### src/rtl/burst_sram_pkg.sv
package burst_sram_pkg;
  localparam int unsigned LANE_W = 8;
  localparam int unsigned NUM_LANES = 4;

  typedef enum logic {
    RD_FLOW = 1'b0,
    RD_PIPE = 1'b1
  } rd_mode_e;
endpackage

### src/rtl/burst_sram_cmd.sv
module burst_sram_cmd #(
  parameter int unsigned AW = 4,
  parameter int unsigned NL = 4,
  parameter int unsigned LW = 8,
  localparam int unsigned DW = NL * LW
) (
  input  logic          clk_i,
  input  logic          rst_ni,
  input  logic          ce_a_ni,
  input  logic          ce_b_ni,
  input  logic          ce_c_i,
  input  logic          sleep_i,
  input  logic          all_wr_ni,
  input  logic          byte_wr_ni,
  input  logic [NL-1:0] lane_wr_ni,
  input  logic [AW-1:0] addr_i,
  input  logic [DW-1:0] data_i,
  output logic          rd_o,
  output logic [NL-1:0] wmask_o,
  output logic [AW-1:0] addr_o,
  output logic [DW-1:0] wdata_o
);
  logic          sel;
  logic [NL-1:0] mask_d;

  assign sel = !ce_a_ni && !ce_b_ni && ce_c_i && !sleep_i;

  // global write overrides lane controls
  always_comb begin
    if (!all_wr_ni)       mask_d = '1;
    else if (!byte_wr_ni) mask_d = ~lane_wr_ni;
    else                  mask_d = '0;
  end

  always_ff @(posedge clk_i or negedge rst_ni) begin
    if (!rst_ni) begin
      rd_o    <= 1'b0;
      wmask_o <= '0;
      addr_o  <= '0;
      wdata_o <= '0;
    end else begin
      rd_o    <= sel && (mask_d == '0);
      wmask_o <= sel ? mask_d : '0;
      if (sel) begin
        addr_o  <= addr_i;
        wdata_o <= data_i;
      end
    end
  end
endmodule

### src/rtl/burst_sram_array.sv
module burst_sram_array #(
  parameter int unsigned DEPTH = 16,
  parameter int unsigned AW = 4,
  parameter int unsigned NL = 4,
  parameter int unsigned LW = 8,
  localparam int unsigned DW = NL * LW
) (
  input  logic          clk_i,
  input  logic          rd_i,
  input  logic [NL-1:0] wmask_i,
  input  logic [AW-1:0] addr_i,
  input  logic [DW-1:0] wdata_i,
  output logic [DW-1:0] rd_data_o
);
  for (genvar g = 0; g < NL; g++) begin : g_lane
    logic [LW-1:0] mem [DEPTH];
    logic [LW-1:0] rd_q;

    always_ff @(posedge clk_i) begin
      if (wmask_i[g]) mem[addr_i] <= wdata_i[g*LW +: LW];
      if (rd_i)       rd_q        <= mem[addr_i];
    end

    assign rd_data_o[g*LW +: LW] = rd_q;
  end
endmodule

### src/rtl/burst_sram_out.sv
module burst_sram_out
  import burst_sram_pkg::*;
#(
  parameter int unsigned DW = 32
) (
  input  logic          clk_i,
  input  logic          rst_ni,
  input  logic          rd_i,
  input  logic [DW-1:0] rd_data_i,
  input  rd_mode_e      mode_i,
  input  logic          out_en_ni,
  input  logic          sleep_i,
  output logic [DW-1:0] data_o,
  output logic          drive_o
);
  logic          rd_v_q;
  logic          out_v_q;
  logic [DW-1:0] out_q;
  logic          en_int;
  logic [DW-1:0] data_sel;

  // valid travels alongside data so turn-off matches read latency
  always_ff @(posedge clk_i or negedge rst_ni) begin
    if (!rst_ni) begin
      rd_v_q  <= 1'b0;
      out_v_q <= 1'b0;
      out_q   <= '0;
    end else begin
      rd_v_q  <= rd_i;
      out_v_q <= rd_v_q;
      if (rd_v_q) out_q <= rd_data_i;
    end
  end

  always_comb begin
    if (mode_i == RD_PIPE) begin
      en_int   = out_v_q;
      data_sel = out_q;
    end else begin
      en_int   = rd_v_q;
      data_sel = rd_data_i;
    end
  end

  assign drive_o = en_int && !out_en_ni && !sleep_i;
  assign data_o  = drive_o ? data_sel : '0;
endmodule

### src/rtl/burst_sram_dp.sv
module burst_sram_dp
  import burst_sram_pkg::*;
#(
  parameter int unsigned DEPTH = 16,
  localparam int unsigned AW = $clog2(DEPTH),
  localparam int unsigned NL = NUM_LANES,
  localparam int unsigned DW = NUM_LANES * LANE_W
) (
  input  logic          clk_i,
  input  logic          rst_ni,
  input  logic          pipe_mode_i,
  input  logic          ce_a_ni,
  input  logic          ce_b_ni,
  input  logic          ce_c_i,
  input  logic [AW-1:0] addr_i,
  input  logic          all_wr_ni,
  input  logic          byte_wr_ni,
  input  logic [NL-1:0] lane_wr_ni,
  input  logic [DW-1:0] data_i,
  input  logic          out_en_ni,
  input  logic          sleep_i,
  output logic [DW-1:0] data_o,
  output logic          drive_o
);
  logic          cmd_rd;
  logic [NL-1:0] cmd_wmask;
  logic [AW-1:0] cmd_addr;
  logic [DW-1:0] cmd_wdata;
  logic [DW-1:0] arr_data;
  rd_mode_e      mode;

  assign mode = pipe_mode_i ? RD_PIPE : RD_FLOW;

  burst_sram_cmd #(.AW(AW), .NL(NL), .LW(LANE_W)) u_cmd (
    .clk_i      (clk_i),
    .rst_ni     (rst_ni),
    .ce_a_ni    (ce_a_ni),
    .ce_b_ni    (ce_b_ni),
    .ce_c_i     (ce_c_i),
    .sleep_i    (sleep_i),
    .all_wr_ni  (all_wr_ni),
    .byte_wr_ni (byte_wr_ni),
    .lane_wr_ni (lane_wr_ni),
    .addr_i     (addr_i),
    .data_i     (data_i),
    .rd_o       (cmd_rd),
    .wmask_o    (cmd_wmask),
    .addr_o     (cmd_addr),
    .wdata_o    (cmd_wdata)
  );

  burst_sram_array #(.DEPTH(DEPTH), .AW(AW), .NL(NL), .LW(LANE_W)) u_array (
    .clk_i     (clk_i),
    .rd_i      (cmd_rd),
    .wmask_i   (cmd_wmask),
    .addr_i    (cmd_addr),
    .wdata_i   (cmd_wdata),
    .rd_data_o (arr_data)
  );

  burst_sram_out #(.DW(DW)) u_out (
    .clk_i     (clk_i),
    .rst_ni    (rst_ni),
    .rd_i      (cmd_rd),
    .rd_data_i (arr_data),
    .mode_i    (mode),
    .out_en_ni (out_en_ni),
    .sleep_i   (sleep_i),
    .data_o    (data_o),
    .drive_o   (drive_o)
  );
endmodule

### config.mk
export PLATFORM = sky130hd
export DESIGN_NAME = burst_sram_dp
export DESIGN_NICKNAME = d
export VERILOG_FILES = /design/src/rtl/burst_sram_pkg.sv /design/src/rtl/burst_sram_cmd.sv /design/src/rtl/burst_sram_array.sv /design/src/rtl/burst_sram_out.sv /design/src/rtl/burst_sram_dp.sv
export SDC_FILE = /design/constraint.sdc
export NUM_CORES = 1
export LEC_CHECK = 0
export BUFFER_PORTS_ARGS = -buffer_cell sky130_fd_sc_hd__buf_4
export CAP_MARGIN = 20
export CORE_UTILIZATION = 57
export DETAILED_ROUTE_END_ITERATION = 10
export GPL_ROUTABILITY_DRIVEN = 1
export PLACE_DENSITY = 0.85
export SLEW_MARGIN = 20
export SYNTH_ARGS = -nofsm -noshare
export SYNTH_HDL_FRONTEND = slang
export SYNTH_HIERARCHICAL = 1
export SYNTH_SLANG_ARGS = --single-unit
### constraint.sdc
create_clock -name clk_i -period 4.4 [get_ports clk_i]
set_input_delay 0.88 -clock clk_i [delete_from_list [all_inputs] [get_ports clk_i]]
set_output_delay 0.88 -clock clk_i [all_outputs]
set_load 0.01 [all_outputs]
==> reports/qor.yml <==
clock_tree:
  post_cts_buffers: 0
  insertion_delay_ps: 600
  tritoncts: "yes"
  cts_sinks: 619
  clkSlewWorstSetupHoldPaths_ps: 70
  cts_hold_buf: 0
  htree_levels: 2
  cts_resized: 0
  cts-root-buf: "clkbuf_16"
  cts_buffers: 56
  clockBufferDepth: 3
logic_synthesis:
  synth_fp_nets: 1202
  yosys_warnings: 6
  syn_area_um2: 24130
  synth_edf_count: 544
  async_flop_share: 0.1212
  ys_seq_elements: 619
  synthFlopType: "edfxtp_1"
  ys_seq_area_frac: 0.7547
  syn_inst: 1152
  synthDistinctLibCells: 28
  syn_avg_cell_area_um2: 20.95
die:
  io_pins: 83
  start_util: 0.5766
  rows: 75
  die_w_um: 207.8
  die_h_um: 207.8
  die_area_um2: 43160
  core_um2: 41850
route:
  final_antenna_net_count: 0
  highest_layer: "met4"
  via_per_inst: 6.350
  dr.pass1.iters: 5
  drc: 0
  drt_iter0_drc: 1291
  wl_met1_mm: 19.23
  wirelength_mm: 49.47
  wl_per_cell_um: 27.12
  via_count: 11582
  wl_met2_mm: 25.33
  met3WireLength_mm: 3.769
critical_path:
  cp_top_family: "buffers and inverters"
  critPathSlowestCell: "buf_4"
  startpoint_type: "input port"
  cp_cell_sequence: "buf_4, mux2i_4, buf_4, nor3_2, buf_4"
  critical_path_class: "input port to output pin"
  cp_num_cells: 5
  cp_data_required_time_ps: 3520
  cp.arrival_ps: 2540
  r2r_setup_slack_ps: 1440
  crit_buf_inv: 3
  timing.rr.end: "u_array/g_lane[2].mem[10][1]$_DFFE_PP_"
  cp_common_cell: "buf_4"
  max_stage_delay_ps: 490
  crit_end: "data_o[26]"
  startpoint: "pipe_mode_i"
  rr_worst_depth: 3
  rr_startpoint: "u_cmd/addr_o[1]$_DFFE_PN0P_"
  crit_path_end_kind: "output pin"
  critPathMaxFanout: 33
grt:
  grt.overflow.total: 0
  grt_pass1_wl_mm: 74.82
  antenna_found_initial: 0
  grt_pass1_vias: 11938
  grt_max_degree: 64
  track_usage: 0.2338
sta:
  finalMaxSlewViolations: 0
  setup_viol: 0
  rsz0062_at_grt: "no"
  clock_skew_ps: 22.38
  timing.final.crit_share: 0.7764
  hold_violations: 0
  relSlewSlack: 0.2649
  fmax_ghz: 0.2927
  setup_tns_ps: 0
  worst-slew-pin-transition_ps: 1099
  fin_crit_ps: 3416
  setup_ws_ps: 983.9
cells_and_area:
  fillers: 2596
  final_cells: 1824
  drive_gt1_frac: 0.3276
  area.growth.synth_to_final_pct: 11.78
  antenna_cells: 0
  mostFrequentLayoutCells: "edfxtp_1, mux4_2, buf_4"
  fin_area_um2: 26970
  finish.utilization: 0.6445
  fin_nets: 1287
  final_common_cell: "edfxtp_1"
power_and_ir_drop:
  power_frac_clock: 0.353
  pwr-share-comb: 0.113
  p_sw_uw: 3308
  vdd_ir_drop_max_uv: 312.0
  intPower_uw: 10360
  p_leak_uw: 0.009007
  p_sw_frac: 0.2421
  seq_power_share: 0.534
  p_per_area_nw_per_um2: 506.6
placement:
  dp_hpwl_mm: 29.16
  gp_congestion: 0.7753
  dp.cells: 1718
  post_dp_cell_area_um2: 25130
  dp_slack_ps: 1015
  portBuffers: 82
hold_path:
  min_path_type: "input port to async pin"
run_status:
  status: "finished clean"
run:
  max_cap_viol_count: 0
## metal layers
metal,global-route usage,up-vias
met5,0,-
met4,0.06360,0
met3,0.04569,100
met2,0.3904,574
met1,0.3186,6067
li1,-,4841
## layout make-up
type                       count  area [µm²]  share of cell area
multi-input combinational    462        5485              0.2033
timing repair buffer          98       748.2             0.02774
clock inverter                31       281.5             0.01044
clock buffer                  75        1565             0.05803
sequential                   619       18220              0.6755
tap                          539       674.4             0.02500
## Yosys cell counts (all sizes together), types with 4 or more instances
master / instances / area, µm²
a22oi: 64 / 480.5
buf: 37 / 315.3
clkbuf: 34 / 135.1
dfrtp: 75 / 1877
edfxtp: 544 / 16340
mux2: 68 / 874.6
mux2i: 33 / 342.8
mux4: 128 / 2883
nand2: 45 / 168.9
nand3: 4 / 20.02
nor2: 71 / 266.5
nor2b: 4 / 25.02
nor3: 32 / 305.3
o21a: 4 / 30.03
## power by group through the flow
stage                     logic [µW]  clock network, µW  registers [µW]
final                           1540               4830            7290
after global routing            1640               5090            7340
after CTS                       1540               4880            7300
after detailed placement        1510                  0            7420
after global placement          1470                  0            7370
after floorplan                 1220                  0            7170
## stage by stage
stage                     power, µW  hold WS [ps]
after floorplan                8395         348.7
after CTS                     13720         452.2
after global placement         8844         488.9
after global routing          14070         497.0
final                         13660         428.1
after detailed placement       8927         495.7
## registers in the layout, indices dropped and copies added (netlist names)
signal / count
u_array/g_lane.mem: 512
u_array/g_lane.rd_q: 32
u_cmd/addr_o: 4
u_cmd/rd_o: 1
u_cmd/wdata_o: 32
u_cmd/wmask_o: 4
u_out/out_q: 32
u_out/out_v_q: 1
u_out/rd_v_q: 1
## worst min-delay path by stage
| stage | from | end | depth (start not counted) |
|---|---|---|---|
| floorplan | u_out/rd_v_q$_DFF_PN0_ | u_out/out_v_q$_DFF_PN0_ | 0 |
| global placement | u_out/out_q[12]$_DFFE_PN0P_ | u_out/out_q[12]$_DFFE_PN0P_ | 1 |
| finish | rst_ni | u_cmd/wdata_o[2]$_DFFE_PN0P_ | 1 |
| global route | rst_ni | u_cmd/wdata_o[2]$_DFFE_PN0P_ | 1 |
| detailed placement | u_out/out_q[25]$_DFFE_PN0P_ | u_out/out_q[25]$_DFFE_PN0P_ | 1 |
| CTS | rst_ni | u_cmd/wdata_o[2]$_DFFE_PN0P_ | 1 |
## logic make-up after synthesis
logic type | Yosys count | share of synthesized area
and+or+nand+nor | 164 | 0.03515
DFF | 619 | 0.7547
buffers and inverters | 71 | 0.01867
AOI/OAI and AO/OA | 69 | 0.02157
muxes | 229 | 0.1699
No activity file was read; power rests on OpenSTA's default activity.
